<file path="config.mk">
export PLATFORM = sky130hd
export DESIGN_NAME = wdw_window_core
export DESIGN_NICKNAME = d
export VERILOG_FILES = /design/src/rtl/wdw_pkg.sv /design/src/rtl/wdw_trig_qual.sv /design/src/rtl/wdw_code_hold.sv /design/src/rtl/wdw_window_core.sv
export SDC_FILE = /design/constraint.sdc
export NUM_CORES = 1
export LEC_CHECK = 0
export BUFFER_PORTS_ARGS = -buffer_cell sky130_fd_sc_hd__buf_2
export CORE_MARGIN = 2
export CORE_UTILIZATION = 30
export DETAILED_ROUTE_END_ITERATION = 10
export HOLD_SLACK_MARGIN = 0.15
export SYNTH_ARGS = -nofsm -noshare
export SYNTH_HDL_FRONTEND = slang
export SYNTH_SLANG_ARGS = --single-unit
</file>
<file path="constraint.sdc">
create_clock -name clk_i -period 2.1 [get_ports clk_i]
set_clock_uncertainty 0.05 [all_clocks]
set_input_delay 0.105 -clock clk_i [delete_from_list [all_inputs] [get_ports clk_i]]
set_output_delay 0.105 -clock clk_i [all_outputs]
set_load 0.05 [all_outputs]
</file>
<file path="src/rtl/wdw_pkg.sv">
package wdw_pkg;

    typedef enum logic [1:0] {
        WS_OFF   = 2'd0,
        WS_LONG  = 2'd1,
        WS_CLOSE = 2'd2,
        WS_OPEN  = 2'd3
    } wdw_state_e;

    typedef struct packed {
        logic [1:0] long_sel;
        logic [1:0] close_sel;
        logic [1:0] open_sel;
    } wdw_codes_t;

    function automatic int long_ms(logic [1:0] code);
        case (code)
            2'd0:    return 200;
            2'd1:    return 600;
            2'd2:    return 2000;
            default: return 5000;
        endcase
    endfunction

    function automatic int close_ms(logic [1:0] code);
        case (code)
            2'd0:    return 10;
            2'd1:    return 20;
            2'd2:    return 50;
            default: return 100;
        endcase
    endfunction

    function automatic int open_ms(logic [1:0] code);
        case (code)
            2'd0:    return 20;
            2'd1:    return 100;
            2'd2:    return 200;
            default: return 600;
        endcase
    endfunction

endpackage

</file>
<file path="src/rtl/wdw_trig_qual.sv">
module wdw_trig_qual #(
    parameter int MIN_PULSE_TICKS = 1
) (
    input  logic clk_i,
    input  logic rst_ni,
    input  logic tick_i,
    input  logic trig_i,
    output logic valid_o
);
    localparam int WW = (MIN_PULSE_TICKS < 1) ? 1 : $clog2(MIN_PULSE_TICKS + 1);

    typedef struct packed {
        logic          s1;
        logic          s2;
        logic [WW-1:0] wcnt;
    } qual_t;

    qual_t q, d;

    always_comb begin
        d    = q;
        d.s1 = trig_i;
        d.s2 = q.s1;
        if (!q.s2) begin
            d.wcnt = '0;
        end else if (tick_i && (q.wcnt < WW'(MIN_PULSE_TICKS))) begin
            d.wcnt = q.wcnt + WW'(1);
        end
        valid_o = q.s2 && tick_i && (q.wcnt == WW'(MIN_PULSE_TICKS - 1));
    end

    always_ff @(posedge clk_i or negedge rst_ni) begin
        if (!rst_ni) q <= '0;
        else         q <= d;
    end
endmodule

</file>
<file path="src/rtl/wdw_code_hold.sv">
module wdw_code_hold
    import wdw_pkg::*;
(
    input  logic       clk_i,
    input  logic       rst_ni,
    input  logic       lock_i,
    input  wdw_codes_t codes_i,
    output wdw_codes_t codes_o
);
    wdw_codes_t held_q, held_d;

    always_comb begin
        held_d  = lock_i ? held_q : codes_i;
        codes_o = lock_i ? held_q : codes_i;
    end

    always_ff @(posedge clk_i or negedge rst_ni) begin
        if (!rst_ni) held_q <= '0;
        else         held_q <= held_d;
    end
endmodule

</file>
<file path="src/rtl/wdw_window_core.sv">
module wdw_window_core
    import wdw_pkg::*;
#(
    parameter int TICKS_PER_MS    = 10,
    parameter int MIN_PULSE_TICKS = 1
) (
    input  logic       clk_i,
    input  logic       rst_ni,
    input  logic       tick_i,
    input  logic       trig_i,
    input  logic [1:0] long_sel_i,
    input  logic [1:0] close_sel_i,
    input  logic [1:0] open_sel_i,
    input  logic       lock_i,
    input  logic       dis_ctrl_i,
    input  logic       dis_pin_i,
    input  logic       cfg_wr_i,
    input  logic       stop_i,
    output logic       expire_o,
    output logic [1:0] state_o
);
    localparam int MAX_TICKS = 5000 * TICKS_PER_MS;
    localparam int CW        = $clog2(MAX_TICKS + 1);

    typedef struct packed {
        wdw_state_e    state;
        logic [CW-1:0] rem;
        logic          expire;
    } core_t;

    core_t      q, d;
    logic       trig_ok;
    logic       enabled;
    wdw_codes_t codes_in, codes_eff;
    logic [CW-1:0] len_long, len_close, len_open;

    assign codes_in = '{long_sel: long_sel_i, close_sel: close_sel_i, open_sel: open_sel_i};

    wdw_trig_qual #(.MIN_PULSE_TICKS(MIN_PULSE_TICKS)) u_qual (
        .clk_i   (clk_i),
        .rst_ni  (rst_ni),
        .tick_i  (tick_i),
        .trig_i  (trig_i),
        .valid_o (trig_ok)
    );

    wdw_code_hold u_hold (
        .clk_i   (clk_i),
        .rst_ni  (rst_ni),
        .lock_i  (lock_i),
        .codes_i (codes_in),
        .codes_o (codes_eff)
    );

    always_comb begin
        enabled   = lock_i || !(dis_ctrl_i && dis_pin_i);
        len_long  = CW'(long_ms(codes_eff.long_sel) * TICKS_PER_MS);
        len_close = CW'(close_ms(codes_eff.close_sel) * TICKS_PER_MS);
        len_open  = CW'(open_ms(codes_eff.open_sel) * TICKS_PER_MS);

        d        = q;
        d.expire = 1'b0;
        if (!enabled) begin
            d.state = WS_OFF;
            d.rem   = '0;
        end else if (q.state == WS_OFF) begin
            d.state = WS_LONG;
            d.rem   = len_long;
        end else if (cfg_wr_i && !stop_i && !lock_i) begin
            d.state = WS_LONG;
            d.rem   = len_long;
        end else if (trig_ok) begin
            if (q.state == WS_CLOSE) begin
                d.expire = 1'b1;
                d.state  = WS_LONG;
                d.rem    = len_long;
            end else begin
                d.state = WS_CLOSE;
                d.rem   = len_close;
            end
        end else if (tick_i) begin
            if (q.rem <= CW'(1)) begin
                if (q.state == WS_CLOSE) begin
                    d.state = WS_OPEN;
                    d.rem   = len_open;
                end else begin
                    d.expire = 1'b1;
                    d.state  = WS_LONG;
                    d.rem    = len_long;
                end
            end else begin
                d.rem = q.rem - CW'(1);
            end
        end
    end

    always_ff @(posedge clk_i or negedge rst_ni) begin
        if (!rst_ni) begin
            q.state  <= WS_OFF;
            q.rem    <= '0;
            q.expire <= 1'b0;
        end else begin
            q <= d;
        end
    end

    assign expire_o = q.expire;
    assign state_o  = q.state;
endmodule

</file>
[Word-level counts from Yosys, hierarchy flattened]
Cells that the tools add are included.
Cells by class
  mux-type cells: 21
  reductions and logical operators: 15
  eq/ne operators: 10
  $mul: 3
  $add $sub $neg: 2
  bitwise logic cells: 1
  divide/modulo/power cells: 0
  shifts and indexed selects: 0
  order comparisons: 2
Operators with widths (number)
  $mul 32x4->15 const B: 3
  $mux 18: 5
  $pmux 13 s3: 1
  $mux 19: 2
  $pmux 10 s3: 1
  $pmux 7 s3: 1
  $le 16x1->1 const B: 1
  $mux 16: 1
  $sub 16x1->16 const B: 1
  $eq 2x2->1 const B: 4
  $logic_not 2->1: 4
  $mux 1: 8
  $eq 2x1->1 const B: 3
  $logic_and 1x1->1: 6
  $mux 6: 1
  $ne 5x2->1 const B: 1
  $ne 5x3->1 const B: 1
  $logic_not 1->1: 3
  $mux 2: 1
  $ne 2x2->1 const B: 1
  $reduce_and 2->1: 1
  $add 1x1->1 const B: 1
  $logic_or 1x1->1: 1
  $lt 1x1->1 const B: 1
  $not 1->1: 1
Word-level totals
  logic and storage cells: 63
  bits in latches: 0
  output and inout bits: 3
  RAM bits: 0
  input bits: 15
  bits in registers: 28
  memory bits (read-only): 0
  memories: 0

[Logic depth before layout (Yosys ltp)]
  depth after elaboration: 11
  gate-level depth with buffers: 8
  mapped depth without buffers: 7

[Modules after synthesis]
From an unflattened synthesis, not the netlist that was laid out.
Unflattened totals
  cell total of the unflattened synthesis: 283
  area, all modules: 2419.8 sq um
Modules (own cells, without submodules)
  wdw_window_core: cells an instance 265, seq. area each 475.5 sq um, instances 1, area each 2077.0 sq um
  wdw_code_hold: cells an instance 13, seq. area each 150.1 sq um, instances 1, area each 251.5 sq um
  wdw_trig_qual: cells an instance 5, seq. area each 75.1 sq um, instances 1, area each 91.3 sq um

[Least setup slack after synthesis]
Ideal clock, no wire load.
  path type: flip-flop to flip-flop
  from: register q[1] (netlist bit)
  to: register q[15] (netlist bit)
  path slack: 158 ps
  clock period less this slack: 1942 ps
  arrival time: 1805 ps
  path buffers: 0
  stages on the path, launching flop included: 8
  library setup time: 87 ps
  required time: 1963 ps
  cells stage by stage: dfrtp_1 -> inv_1 -> ha_1 -> or4b_4 -> nor3_4 -> nand2_1 -> or4_1 -> o211ai_1
On the way
  cells in the longest elaborated chain, start to end: 7
  elaborated cells on any way between the ends: 8
  classes of those cells: add/sub (1); order compare (1); mux (6)
RTL lines
  start, declared: line wdw_window_core.sv:31  | core_t q, d;
  $sub 16x1->16 / $le 16x1->1 (equally long branches): line wdw_window_core.sv:92, wdw_window_core.sv:82
  $mux 16 *: line wdw_window_core.sv:82  | if (q.rem <= CW'(1)) begin
  $mux 19 *: line wdw_window_core.sv:81  | end else if (tick_i) begin
  $mux 19 *: line wdw_window_core.sv:72  | end else if (trig_ok) begin
  $mux 18 *: line wdw_window_core.sv:69  | end else if (cfg_wr_i && !stop_i && !lock_i) begin
  $mux 18 *: line wdw_window_core.sv:66  | end else if (q.state == WS_OFF) begin
  $mux 18 *: line wdw_window_core.sv:63  | if (!enabled) begin
Every way passes the cells marked *; elsewhere a longest branch is shown, timed or not. The select of a mux whose other input is x is not followed.
A chain may end at the register's enable or synchronous reset.

[Final worst setup path]
  from: register q[2] (netlist bit)
  to: register q[15] (netlist bit)
Same word-level chain as after synthesis.

==> flow_metrics.py <==
metrics = {
    "placement": {
        "dpl-instance-area_mm2": 0.00256,
        "detailed_place_hpwl_um": 5050,
        "placed_cells": 390,
        "routabilityCongestion": 0.904,
        "io_buffers": 17,
    },
    "synthesis": {
        "synth_edf_count": 0,
        "synthArstFlopShare": 1.00,
        "ys_seq_elements": 28,
        "avgSynthCellArea_um2": 8.57,
        "synth_fp_nets": 292,
        "ys_warn_count": 0,
        "seq_area_frac_synth": 0.312,
        "synth_flop_cell": "dfrtp_1",
        "synthDistinctLibCells": 58,
        "syn_inst": 262,
        "syn-cell-area_mm2": 0.00225,
    },
    "layout": {
        "final_net_count": 333,
        "mostFrequentLayoutCell": "nor2_1",
        "finalInstanceArea_mm2": 0.00271,
        "area_growth_syn_to_layout_pct": 20.8,
        "layout-drive-gt1-share": 0.243,
        "final_cell_mix": "29 x nor2_1, 27 x dfrtp_1, 27 x buf_4, 22 x nand2_1, 17 x buf_2",
        "antenna_cells": 0,
        "final_cells": 400,
    },
    "clock_network": {
        "clk-insertion-delay-late_ps": 290,
        "clkSlewWorstSetupHoldPaths_ps": 110,
        "cts_sinks": 28,
        "numCtsBuffers": 3,
        "cts_tree": "done",
        "cts-htree-levels": 1,
        "clock-root-buffer": "clkbuf_8",
        "cts_buffer_depth": 2,
    },
    "flow_run": {
        "drv_cap": 0,
    },
    "power": {
        "p_total_mw": 2.11,
        "vdd_drop_max_uv": 233,
        "p_leak_nw": 1.13,
        "power_density_mw_per_mm2": 776,
    },
    "routing": {
        "first_iter_violations": 192,
        "final_antenna_net_count": 0,
        "firstDrtPassIters": 5,
        "route.detailed.drc": 0,
        "vias_per_cell": 5.66,
        "vias": 2264,
        "routedWlPerCell_um": 16.6,
        "totalWireLength_um": 6630,
    },
    "critical_path": {
        "cp.arrival_ps": 2250,
        "crit_chain": "inv_2 -> ha_4 -> or4b_4 -> nor3_4 -> nand2_1 -> or4_1 -> o211ai_1",
        "cp_slowest_cell": "or4b_4",
        "critPathCaptureType": "flip-flop",
        "setup.worst_path.class": "flip-flop to flip-flop",
        "worst_path_largest_cell_delay_ps": 490,
        "critPathLaunchType": "flip-flop",
        "critPathMaxFanout": 4,
        "crit_required_ps": 2260,
    },
    "status": {
        "status": "finished clean",
    },
    "floorplan": {
        "fp.dieW_um": 90.5,
        "dieHeight_um": 90.5,
        "dieArea_mm2": 0.00819,
        "coreArea_mm2": 0.00725,
        "num_rows": 31,
        "start_util": 0.310,
        "io_pins": 18,
    },
    "grt": {
        "grtUsageTotal": 0.168,
        "antenna_found_initial": 0,
        "gr-total-overflow": 0,
        "grt_pass1_wl_um": 11300,
        "grt_start_max_net_pins": 29,
        "grt_pass1_vias": 2304,
    },
    "timing": {
        "hold_viol_final": 0,
        "setup_viol": 0,
        "fmax_mhz": 478,
        "maxSlewViolCount": 0,
        "fin_crit_ps": 2090,
        "grt_setup_unrepaired": "yes",
        "tightest_slew_ps": 1130,
        "timing.final.crit_share": 0.997,
        "relSlewSlack": 0.238,
    },
    "hold_path": {
        "hold_path.class": "input port to flip-flop",
    },
}
[synthesized netlist by cell type, types with 4 or more instances]
| cell type | number | area [um^2] |
|---|---|---|
| a22oi_1 | 7 | 52.6 |
| nor4_1 | 7 | 43.8 |
| nand3_1 | 11 | 55.1 |
| a31oi_1 | 7 | 43.8 |
| a21oi_1 | 11 | 55.1 |
| o21ai_0 | 14 | 70.1 |
| xnor2_1 | 7 | 61.3 |
| nor2_1 | 29 | 109 |
| inv_1 | 10 | 37.5 |
| nor3_1 | 7 | 35.0 |
| ha_1 | 15 | 188 |
| clkbuf_1 | 7 | 26.3 |
| mux2i_1 | 4 | 40.0 |
| nand2_1 | 22 | 82.6 |
| dfrtp_1 | 28 | 701 |
[cells by family after synthesis]
kind of cell / synth area share
and+or+nand+nor: 0.267
AOI/OAI and AO/OA: 0.213
DFF: 0.312
buffers and inverters: 0.0563
adders and majority gates: 0.0836
xor gates and xnor gates: 0.0351
muxes: 0.0329
[area by class of cell]
type | count | area [um^2]
inverters | 11 | 41.3
multi-input cells | 209 | 1460
flip-flops and latches | 28 | 702
clock buffers | 3 | 41.3
repair buffers | 50 | 348
fillers | 759 | 4540
well taps | 99 | 124
[state kept, by name, indices dropped and copies added, names as in the netlist]
| name | cells |
|---|---|
| u_qual.d | 1 |
| q | 16 |
| u_hold.held_q | 6 |
| u_qual.q | 2 |
| expire_o | 1 |
| state_o | 2 |
[layer usage]
layer,share of wire,track usage,wire length [um]
met2,0.45,0.258,2980
met4,0.038,0.0885,251
met3,0.067,0.0292,446
met1,0.45,0.225,2950
met5,0,0,0
[path summary, 6_finish.rpt]
check	startpoint	end	slack (ps)	cells after the start
max	q[2]	q[15]	6	7
min	stop_i	state_o[0]	160	3
max reg2reg	q[2]	q[15]	6	7
min reg2reg	u_qual.d[1]	u_qual.q[1]	310	0
max in group asynchronous	rst_ni	q[10]	1220	2
min in group asynchronous	rst_ni	u_qual.q[0]	320	2
[through the flow]
| stage | hold slack [ps] | worst slack [ps] | utilization | setup TNS [ps] |
|---|---|---|---|---|
| CTS | 161 | 15.5 | 0.368 | 0 |
| global route | 182 | -73.2 | 0.374 | -82.1 |
| global placement | 130 | 52.5 | 0.354 | 0 |
| floorplan | -241 | 158 | - | 0 |
| detailed placement | 145 | 31.4 | 0.354 | 0 |
| finish | 158 | 5.90 | 0.374 | 0 |
[what timing repair did]
item | in CTS | in global routing
buffers inserted | 0 | 1
setup endpoints to repair | 0 | 14
hold buffers | 6 | 0
hold endpoints to repair | 33 | 0
gates resized for setup | 0 | 11
[report_power, final]
group | switching (mW) | internal [mW] | total [mW]
registers | 0.132 | 0.632 | 0.764
clock network | 0.191 | 0.130 | 0.321
logic | 0.582 | 0.439 | 1.02
total | 0.906 | 1.20 | 2.11
[worst max-delay path: cells and delay by family, from the launching register on]
| family | cells | cell delay (ps) |
|---|---|---|
| AO/OA/AOI/OAI | 1 | 90 |
| adder cells (fa/ha/maj) | 1 | 140 |
| buffers and inverters | 1 | 100 |
| flip-flops | 1 | 430 |
| AND/OR/NAND/NOR | 4 | 1220 |
(Power assumes the default switching activity.)
